## src/rtl/reqPhasePkg.sv

```systemverilog
`timescale 1ns/1ps
package reqPhasePkg;
  typedef enum logic {
    ST_IDLE   = 1'b0,
    ST_SECOND = 1'b1
  } phaseT;

  typedef struct packed {
    logic capAddr;
    logic capFields;
    logic dblStrobe;
  } ctrlStrobeT;

  localparam logic [1:0] SPACE_32 = 2'b00;
  localparam logic [1:0] SPACE_36 = 2'b01;
  localparam logic [1:0] LEN_SMALL = 2'b00;
  localparam logic [1:0] LEN_16 = 2'b01;
  localparam logic [1:0] LEN_32 = 2'b10;
  localparam logic [1:0] LEN_RSVD = 2'b11;
endpackage

```

## src/rtl/reqPhaseCtrl.sv

```systemverilog
`timescale 1ns/1ps
module reqPhaseCtrl
  import reqPhasePkg::*;
(
  input  logic       clk,
  input  logic       rstN,
  input  logic       adsN,
  output ctrlStrobeT strobes
);
  phaseT state, stateNext;

  always_comb begin
    stateNext = state;
    strobes = '0;
    case (state)
      ST_IDLE: begin
        if (!adsN) begin
          strobes.capAddr = 1'b1;
          stateNext = ST_SECOND;
        end
      end
      ST_SECOND: begin
        strobes.capFields = 1'b1;
        strobes.dblStrobe = !adsN;
        stateNext = ST_IDLE;
      end
      default: stateNext = ST_IDLE;
    endcase
  end

  always_ff @(posedge clk) begin
    if (!rstN) state <= ST_IDLE;
    else       state <= stateNext;
  end
endmodule

```

## src/rtl/reqPhaseDatapath.sv

```systemverilog
`timescale 1ns/1ps
module reqPhaseDatapath
  import reqPhasePkg::*;
#(
  parameter int ADDR_HI   = 35,
  parameter int ADDR_LO   = 3,
  parameter int PAR_SPLIT = 24,
  parameter int REQ_W     = 5,
  parameter int BE_W      = 8,
  parameter int ATTR_W    = 8,
  parameter int DID_W     = 8,
  parameter int EXF_W     = 5,
  parameter int BYTES_W   = 6,
  parameter bit SUPPORT36 = 1'b1
) (
  input  logic                   clk,
  input  logic                   rstN,
  input  ctrlStrobeT             strobes,
  input  logic                   adsN,
  input  logic [ADDR_HI:ADDR_LO] aN,
  input  logic [REQ_W-1:0]       reqN,
  input  logic [1:0]             apN,
  input  logic                   rpN,
  input  logic                   errAck,
  output logic                   recValid,
  output logic [ADDR_HI:ADDR_LO] recAddr,
  output logic [REQ_W-1:0]       recReq,
  output logic [1:0]             recSpace,
  output logic [1:0]             recLen,
  output logic [BE_W-1:0]        recBe,
  output logic [ATTR_W-1:0]      recAttr,
  output logic [DID_W-1:0]       recDid,
  output logic [EXF_W-1:0]       recExf,
  output logic [BYTES_W-1:0]     xferBytes,
  output logic                   respond,
  output logic                   parityErr,
  output logic                   protoErr
);
  localparam int BE_LO   = ADDR_LO;
  localparam int BE_HI   = BE_LO + BE_W - 1;
  localparam int ATTR_LO = BE_HI + 1;
  localparam int ATTR_HI = ATTR_LO + ATTR_W - 1;
  localparam int DID_LO  = ATTR_HI + 1;
  localparam int DID_HI  = DID_LO + DID_W - 1;
  localparam int EXF_LO  = DID_HI + 1;
  localparam int EXF_HI  = EXF_LO + EXF_W - 1;
  localparam int SPACE_HI = REQ_W - 1;
  localparam int SPACE_LO = REQ_W - 2;
  localparam logic [BYTES_W-1:0] BYTES_16 = BYTES_W'(16);
  localparam logic [BYTES_W-1:0] BYTES_32 = BYTES_W'(32);

  // Strobe-clock parity: a group is good with an even count of low pins.
  logic badHi, badLo, badReq;
  always_comb begin
    badHi  = ($countones(~{aN[ADDR_HI:PAR_SPLIT], apN[1]}) % 2) != 0;
    badLo  = ($countones(~{aN[PAR_SPLIT-1:ADDR_LO], apN[0]}) % 2) != 0;
    badReq = ($countones(~{reqN, adsN, rpN}) % 2) != 0;
  end

  // First-clock capture
  logic [ADDR_HI:ADDR_LO] addrQ;
  logic [REQ_W-1:0]       reqQ;
  logic                   parBadQ;

  always_ff @(posedge clk) begin
    if (!rstN) begin
      addrQ   <= '0;
      reqQ    <= '0;
      parBadQ <= 1'b0;
    end else if (strobes.capAddr) begin
      addrQ   <= ~aN;
      reqQ    <= ~reqN;
      parBadQ <= badHi | badLo | badReq;
    end
  end

  // Second-clock decode
  logic [1:0]         spaceC, lenC;
  logic [BE_W-1:0]    beRaw, beEff;
  logic [BYTES_W-1:0] bytesC;
  logic               spaceOk, spaceRsvd, lenRsvd, protoNow, respondNow;

  always_comb begin
    spaceC = ~reqN[SPACE_HI:SPACE_LO];
    lenC   = ~reqN[1:0];
    beRaw  = ~aN[BE_HI:BE_LO];
    case (lenC)
      LEN_SMALL: begin beEff = beRaw; bytesC = BYTES_W'($countones(beRaw)); end
      LEN_16:    begin beEff = '1;    bytesC = BYTES_16; end
      LEN_32:    begin beEff = '1;    bytesC = BYTES_32; end
      default:   begin beEff = '0;    bytesC = '0; end
    endcase
    spaceRsvd = spaceC[1];
    lenRsvd   = (lenC == LEN_RSVD);
    spaceOk   = (spaceC == SPACE_32) || (SUPPORT36 && (spaceC == SPACE_36));
    protoNow  = spaceRsvd | lenRsvd | strobes.dblStrobe;
    respondNow = spaceOk && !lenRsvd && !strobes.dblStrobe;
  end

  always_ff @(posedge clk) begin
    if (!rstN) begin
      recValid  <= 1'b0;
      respond   <= 1'b0;
      recAddr   <= '0;
      recReq    <= '0;
      recSpace  <= '0;
      recLen    <= '0;
      recBe     <= '0;
      recAttr   <= '0;
      recDid    <= '0;
      recExf    <= '0;
      xferBytes <= '0;
    end else begin
      recValid <= strobes.capFields;
      respond  <= strobes.capFields && respondNow;
      if (strobes.capFields) begin
        recAddr   <= addrQ;
        recReq    <= reqQ;
        recSpace  <= spaceC;
        recLen    <= lenC;
        recBe     <= beEff;
        recAttr   <= ~aN[ATTR_HI:ATTR_LO];
        recDid    <= ~aN[DID_HI:DID_LO];
        recExf    <= ~aN[EXF_HI:EXF_LO];
        xferBytes <= bytesC;
      end
    end
  end

  // Sticky flags for the error phase; a new error beats the acknowledge.
  logic setPar, setProto;
  assign setPar   = strobes.capFields && parBadQ;
  assign setProto = strobes.capFields && protoNow;

  always_ff @(posedge clk) begin
    if (!rstN) begin
      parityErr <= 1'b0;
      protoErr  <= 1'b0;
    end else begin
      if (setPar)      parityErr <= 1'b1;
      else if (errAck) parityErr <= 1'b0;
      if (setProto)    protoErr <= 1'b1;
      else if (errAck) protoErr <= 1'b0;
    end
  end
endmodule

```

## src/rtl/reqPhaseTop.sv

```systemverilog
`timescale 1ns/1ps
module reqPhaseTop
  import reqPhasePkg::*;
#(
  parameter int ADDR_HI   = 35,
  parameter int ADDR_LO   = 3,
  parameter int PAR_SPLIT = 24,
  parameter int REQ_W     = 5,
  parameter int BE_W      = 8,
  parameter int ATTR_W    = 8,
  parameter int DID_W     = 8,
  parameter int EXF_W     = 5,
  parameter int BYTES_W   = 6,
  parameter bit SUPPORT36 = 1'b1
) (
  input  logic                   clk,
  input  logic                   rstN,
  input  logic                   adsN,
  input  logic [ADDR_HI:ADDR_LO] aN,
  input  logic [REQ_W-1:0]       reqN,
  input  logic [1:0]             apN,
  input  logic                   rpN,
  input  logic                   errAck,
  output logic                   recValid,
  output logic [ADDR_HI:ADDR_LO] recAddr,
  output logic [REQ_W-1:0]       recReq,
  output logic [1:0]             recSpace,
  output logic [1:0]             recLen,
  output logic [BE_W-1:0]        recBe,
  output logic [ATTR_W-1:0]      recAttr,
  output logic [DID_W-1:0]       recDid,
  output logic [EXF_W-1:0]       recExf,
  output logic [BYTES_W-1:0]     xferBytes,
  output logic                   respond,
  output logic                   parityErr,
  output logic                   protoErr
);
  ctrlStrobeT strobes;

  reqPhaseCtrl uCtrl (
    .clk(clk), .rstN(rstN), .adsN(adsN), .strobes(strobes)
  );

  reqPhaseDatapath #(
    .ADDR_HI(ADDR_HI), .ADDR_LO(ADDR_LO), .PAR_SPLIT(PAR_SPLIT), .REQ_W(REQ_W),
    .BE_W(BE_W), .ATTR_W(ATTR_W), .DID_W(DID_W), .EXF_W(EXF_W),
    .BYTES_W(BYTES_W), .SUPPORT36(SUPPORT36)
  ) uData (
    .clk(clk), .rstN(rstN), .strobes(strobes), .adsN(adsN), .aN(aN),
    .reqN(reqN), .apN(apN), .rpN(rpN), .errAck(errAck),
    .recValid(recValid), .recAddr(recAddr), .recReq(recReq),
    .recSpace(recSpace), .recLen(recLen), .recBe(recBe), .recAttr(recAttr),
    .recDid(recDid), .recExf(recExf), .xferBytes(xferBytes),
    .respond(respond), .parityErr(parityErr), .protoErr(protoErr)
  );
endmodule

```

## config.mk

```make
export PLATFORM = sky130hd
export DESIGN_NAME = reqPhaseTop
export DESIGN_NICKNAME = d
export VERILOG_FILES = /design/src/rtl/reqPhasePkg.sv /design/src/rtl/reqPhaseCtrl.sv /design/src/rtl/reqPhaseDatapath.sv /design/src/rtl/reqPhaseTop.sv
export SDC_FILE = /design/constraint.sdc
export NUM_CORES = 1
export LEC_CHECK = 0
export ABC_CLOCK_PERIOD_IN_PS = 7700
export CAP_MARGIN = 20
export CORE_ASPECT_RATIO = 1.2
export CORE_MARGIN = 1
export CORE_UTILIZATION = 35
export CTS_CLUSTER_DIAMETER = 40
export CTS_CLUSTER_SIZE = 20
export DETAILED_ROUTE_END_ITERATION = 6
export SYNTH_ARGS = -nofsm -noshare
export SYNTH_HDL_FRONTEND = slang
export SYNTH_SLANG_ARGS = --single-unit
```

## constraint.sdc

```tcl
create_clock -name clk -period 7.7 [get_ports clk]
set_clock_uncertainty 0.1 [all_clocks]
set_input_delay 1.54 -clock clk [delete_from_list [all_inputs] [get_ports clk]]
set_output_delay 1.54 -clock clk [all_outputs]
set_load 0.03 [all_outputs]
```

==> results.md <==
- Status: finished, violations left
- Failing checks: DRC
- Met1 Use GR: 0.204
- Share of flip-flops with an asynchronous set or reset: 0
- Clock sink count: roughly 120
- Sw Ratio: 0.244
- Fmax: between 200 and 250 MHz
- Cell depth of the worst hold path: 1
- Clock share of power: 0.474
- 1st-iter DRT viols: roughly 130
- Syn-to-layout area delta: 40.0%
- Layout cells sized above 1: 0.0602
- Final setup vio count: 0
- Main synth FF type: dfxtp_1
- Worst min-delay path class: reg -> reg
- Worst reg-to-reg setup slack: around 5 ns
- Antenna violations before repair: 1
- Relative slew margins: 0.518
- Synth area leader: dfxtp_1
- Crit end category: flop
- Chip Width: between 100 and 150 um
- Synth Instances: ~500
- Setup TNS: 0 ns
- Boundary Pins: 126
- First-pass GRT wire length: 19,300 um
- # rows: 47
- Int Pwr: 0.00135 W
- Total Wirelength: roughly 12,000 um
- Cell area after layout: slightly above 7000 um^2
- Met2 usage: 0.275
- Synth cell types: 24
- YS warnings: 0
- LEAKAGE: roughly 3.2 nW
- Hold WS: ~0.38 ns
- Core area: 13,900 um^2
- Initial Util: 0.361
- Slew Limit Fails: 0
- H-tree levels: 4
- Largest net degree at the start of global routing: 122
- Router iterations before antenna repair: 7
- Worst EP arrival: between 4 and 5 ns
- Final hold vios: 0
- Measured slew at the worst slew-check pin: 0.723 ns
- GRT overflow: 0
- Cell area after synthesis: about 5000 um^2
- Num CTS Buffers: 17
- Crit Path Category: in -> reg
- # hold bufs at CTS: 0
- Reg clk slew, reported paths: 0.05 ns
- Min cycle time layout: 4.08 ns
- Post-synth EDFFs: 0
- Post-synthesis sequential area ratio: 0.481
- Via count: 3,702
- Post-CTS Resized: 0
- Port-buffer cells: 125
- Root Driver: clkbuf_16
- # DRC: 10
- FF+latch count, synth: between 100 and 150
- Final GP Congestion: around 0.8
- Critical path peak fanout: 4
- Synthesized area per cell: 10.3 um^2
- Required @ worst endpoint: a little under 8 ns
- Postcts setup bufs: 0
- Syn nets: between 500 and 600
- Max cap viols: 0
- Combinational share of power: 0.143
- Grt met3 use: 0.0551
- Clk_lat worst skew: 0.42 ns
- R2R cell count: 4
- RSZ-0062 raised after global routing: no
- Most common cell in the netlist: dfxtp_1
- Share of total power in sequential cells: 0.383
- Routed Antenna Nets: 0
- Vias in the first global route: about 3,700
- Net count, final: roughly 660
- Hpwl dp: 8150 um
- FF-to-FF Start: uCtrl.state
- Sw power: ~0.00044 W
- CTS tree: done
- Chip Height: ~130 um
- Global Route Usage Sum: 0.170
- Pwr Density: 254 nW/um^2
- Full die area: 14,900 um^2
- Startpoint types: input port
- Maximum vdd ir drop: about 0.12 mV
- Tcrit/Tclk final: 0.530
- Top cell type's share of synthesized area: 0.481
- Synth top area cells: dfxtp_1 (48%), o211a_1 (13%), mux2i_1 (7.9%)
- Reg2reg end: uData.recBe[2]
- Vias per inst: roughly 4.7
- WL per Instance: around 15 um
- Synth top cells by count: dfxtp_1 (121), nand2_1 (66), o211a_1 (63), nor2b_1 (57), mux2i_1 (40)
- Area post-placement: 6390 um^2
- Busiest grt layer: met2
- WHS Endpoint: uData.recDid[2]
- Hold Startpoint: uData.recDid[2]
- Clock buffer depth: 2
[sequential cells by signal, indices dropped and copies added, names as in the netlist, 2 cells and up]
register and cells:
uData.addrQ 33, uData.recAddr 33, uData.recAttr 8, uData.recBe 8, uData.recDid 8, uData.recExf 5
uData.recLen 2, uData.recReq 5, uData.recSpace 2, uData.reqQ 5, uData.xferBytes 6
[worst max-delay path: stages]
cell	delay, ns
clkdlybuf4s50_1	0.50
inv_1	0.09
ha_1	0.15
inv_1	0.06
fa_1	0.55
inv_1	0.06
fa_1	0.48
ha_1	0.23
fa_1	0.43
a21oi_1	0.14
nor2b_1	0.06
[power groups by stage]
stage / Sequential (W) / Clock, W / Combinational (W)
after global placement: 0.000697 / 0 / 0.000255
after detailed placement: 0.000699 / 0 / 0.000260
after CTS: 0.000686 / 0.000871 / 0.000261
final: 0.000685 / 0.000849 / 0.000257
after floorplan: 0.000727 / 0 / 0.000130
after global routing: 0.000690 / 0.000905 / 0.000278
[cells in the final DEF, fill, tap and decap left out, drive strengths merged]
master / netlist / final
xnor2: 29 / 29
nor2: 9 / 9
buf: 9 / 4
a31oi: 1 / 1
clkinvlp: 0 / 4
and2: 4 / 4
clkdlybuf4s50: 0 / 124
bufinv: 0 / 4
o211a: 63 / 63
ha: 13 / 13
o31a: 8 / 8
a21boi: 2 / 2
clkbuf: 25 / 21
and4: 1 / 1
nand2: 66 / 66
clkinv: 0 / 3
xor2: 3 / 3
mux2i: 40 / 40
inv: 24 / 24
a21oi: 4 / 4
fa: 4 / 4
xnor3: 1 / 1
dfxtp: 121 / 121
diode: 0 / 1
o21ai: 2 / 2
nor3: 1 / 1
nor2b: 57 / 57
nand2b: 2 / 2
[cells by family (layout without fill, tap and decap cells)]
family	Yosys count	after routing	share of synthesized area
buffers and inverters	58	184	0.0452
adders and majority gates	17	17	0.0482
muxes	40	40	0.0795
xor gates and xnor gates	33	33	0.0601
AOI/OAI and AO/OA	80	80	0.149
DFF	121	121	0.481
and+or+nand+nor	140	140	0.137
other	0	1	0
[final cells by class]
cell class                      instances  area (um^2)
Inverter                               24         90.1
Tap cell                              171          214
Sequential cell                       121         2430
Timing Repair Buffer                  128         1280
Antenna cell                            1         2.50
Clock inverter                         11          169
Clock buffer                           21          470
Multi-Input combinational cell        310         2390
Fill cell                            1245         6890
[worst max-delay path by stage]
stage	start	end	slack, ns
2_1_floorplan	aN[9]	uData.xferBytes[2]	3.90
4_1_cts	aN[9]	uData.xferBytes[2]	3.62
3_5_place_dp	aN[9]	uData.xferBytes[2]	3.18
5_1_grt	aN[9]	uData.xferBytes[2]	3.48
6_report	aN[10]	uData.xferBytes[2]	3.62
3_3_place_gp	aN[9]	uData.xferBytes[2]	3.28
[metrics by stage]
step / worst slack (ns) / utilization / total power, W / cells
floorplan: 3.90 / - / 0.000856 / 489
global placement: 3.28 / 0.458 / 0.000952 / 753
detailed placement: 3.18 / 0.458 / 0.000959 / 753
CTS: 3.62 / 0.504 / 0.00182 / 785
global route: 3.48 / 0.506 / 0.00187 / 787
finish: 3.62 / 0.506 / 0.00179 / 787
[routing by layer]
metal,part of all wire,wire length (um)
met3,0.051,621
met5,0,0
met4,0.019,226
met2,0.49,5950
met1,0.44,5360
(Power assumes the default switching activity.)
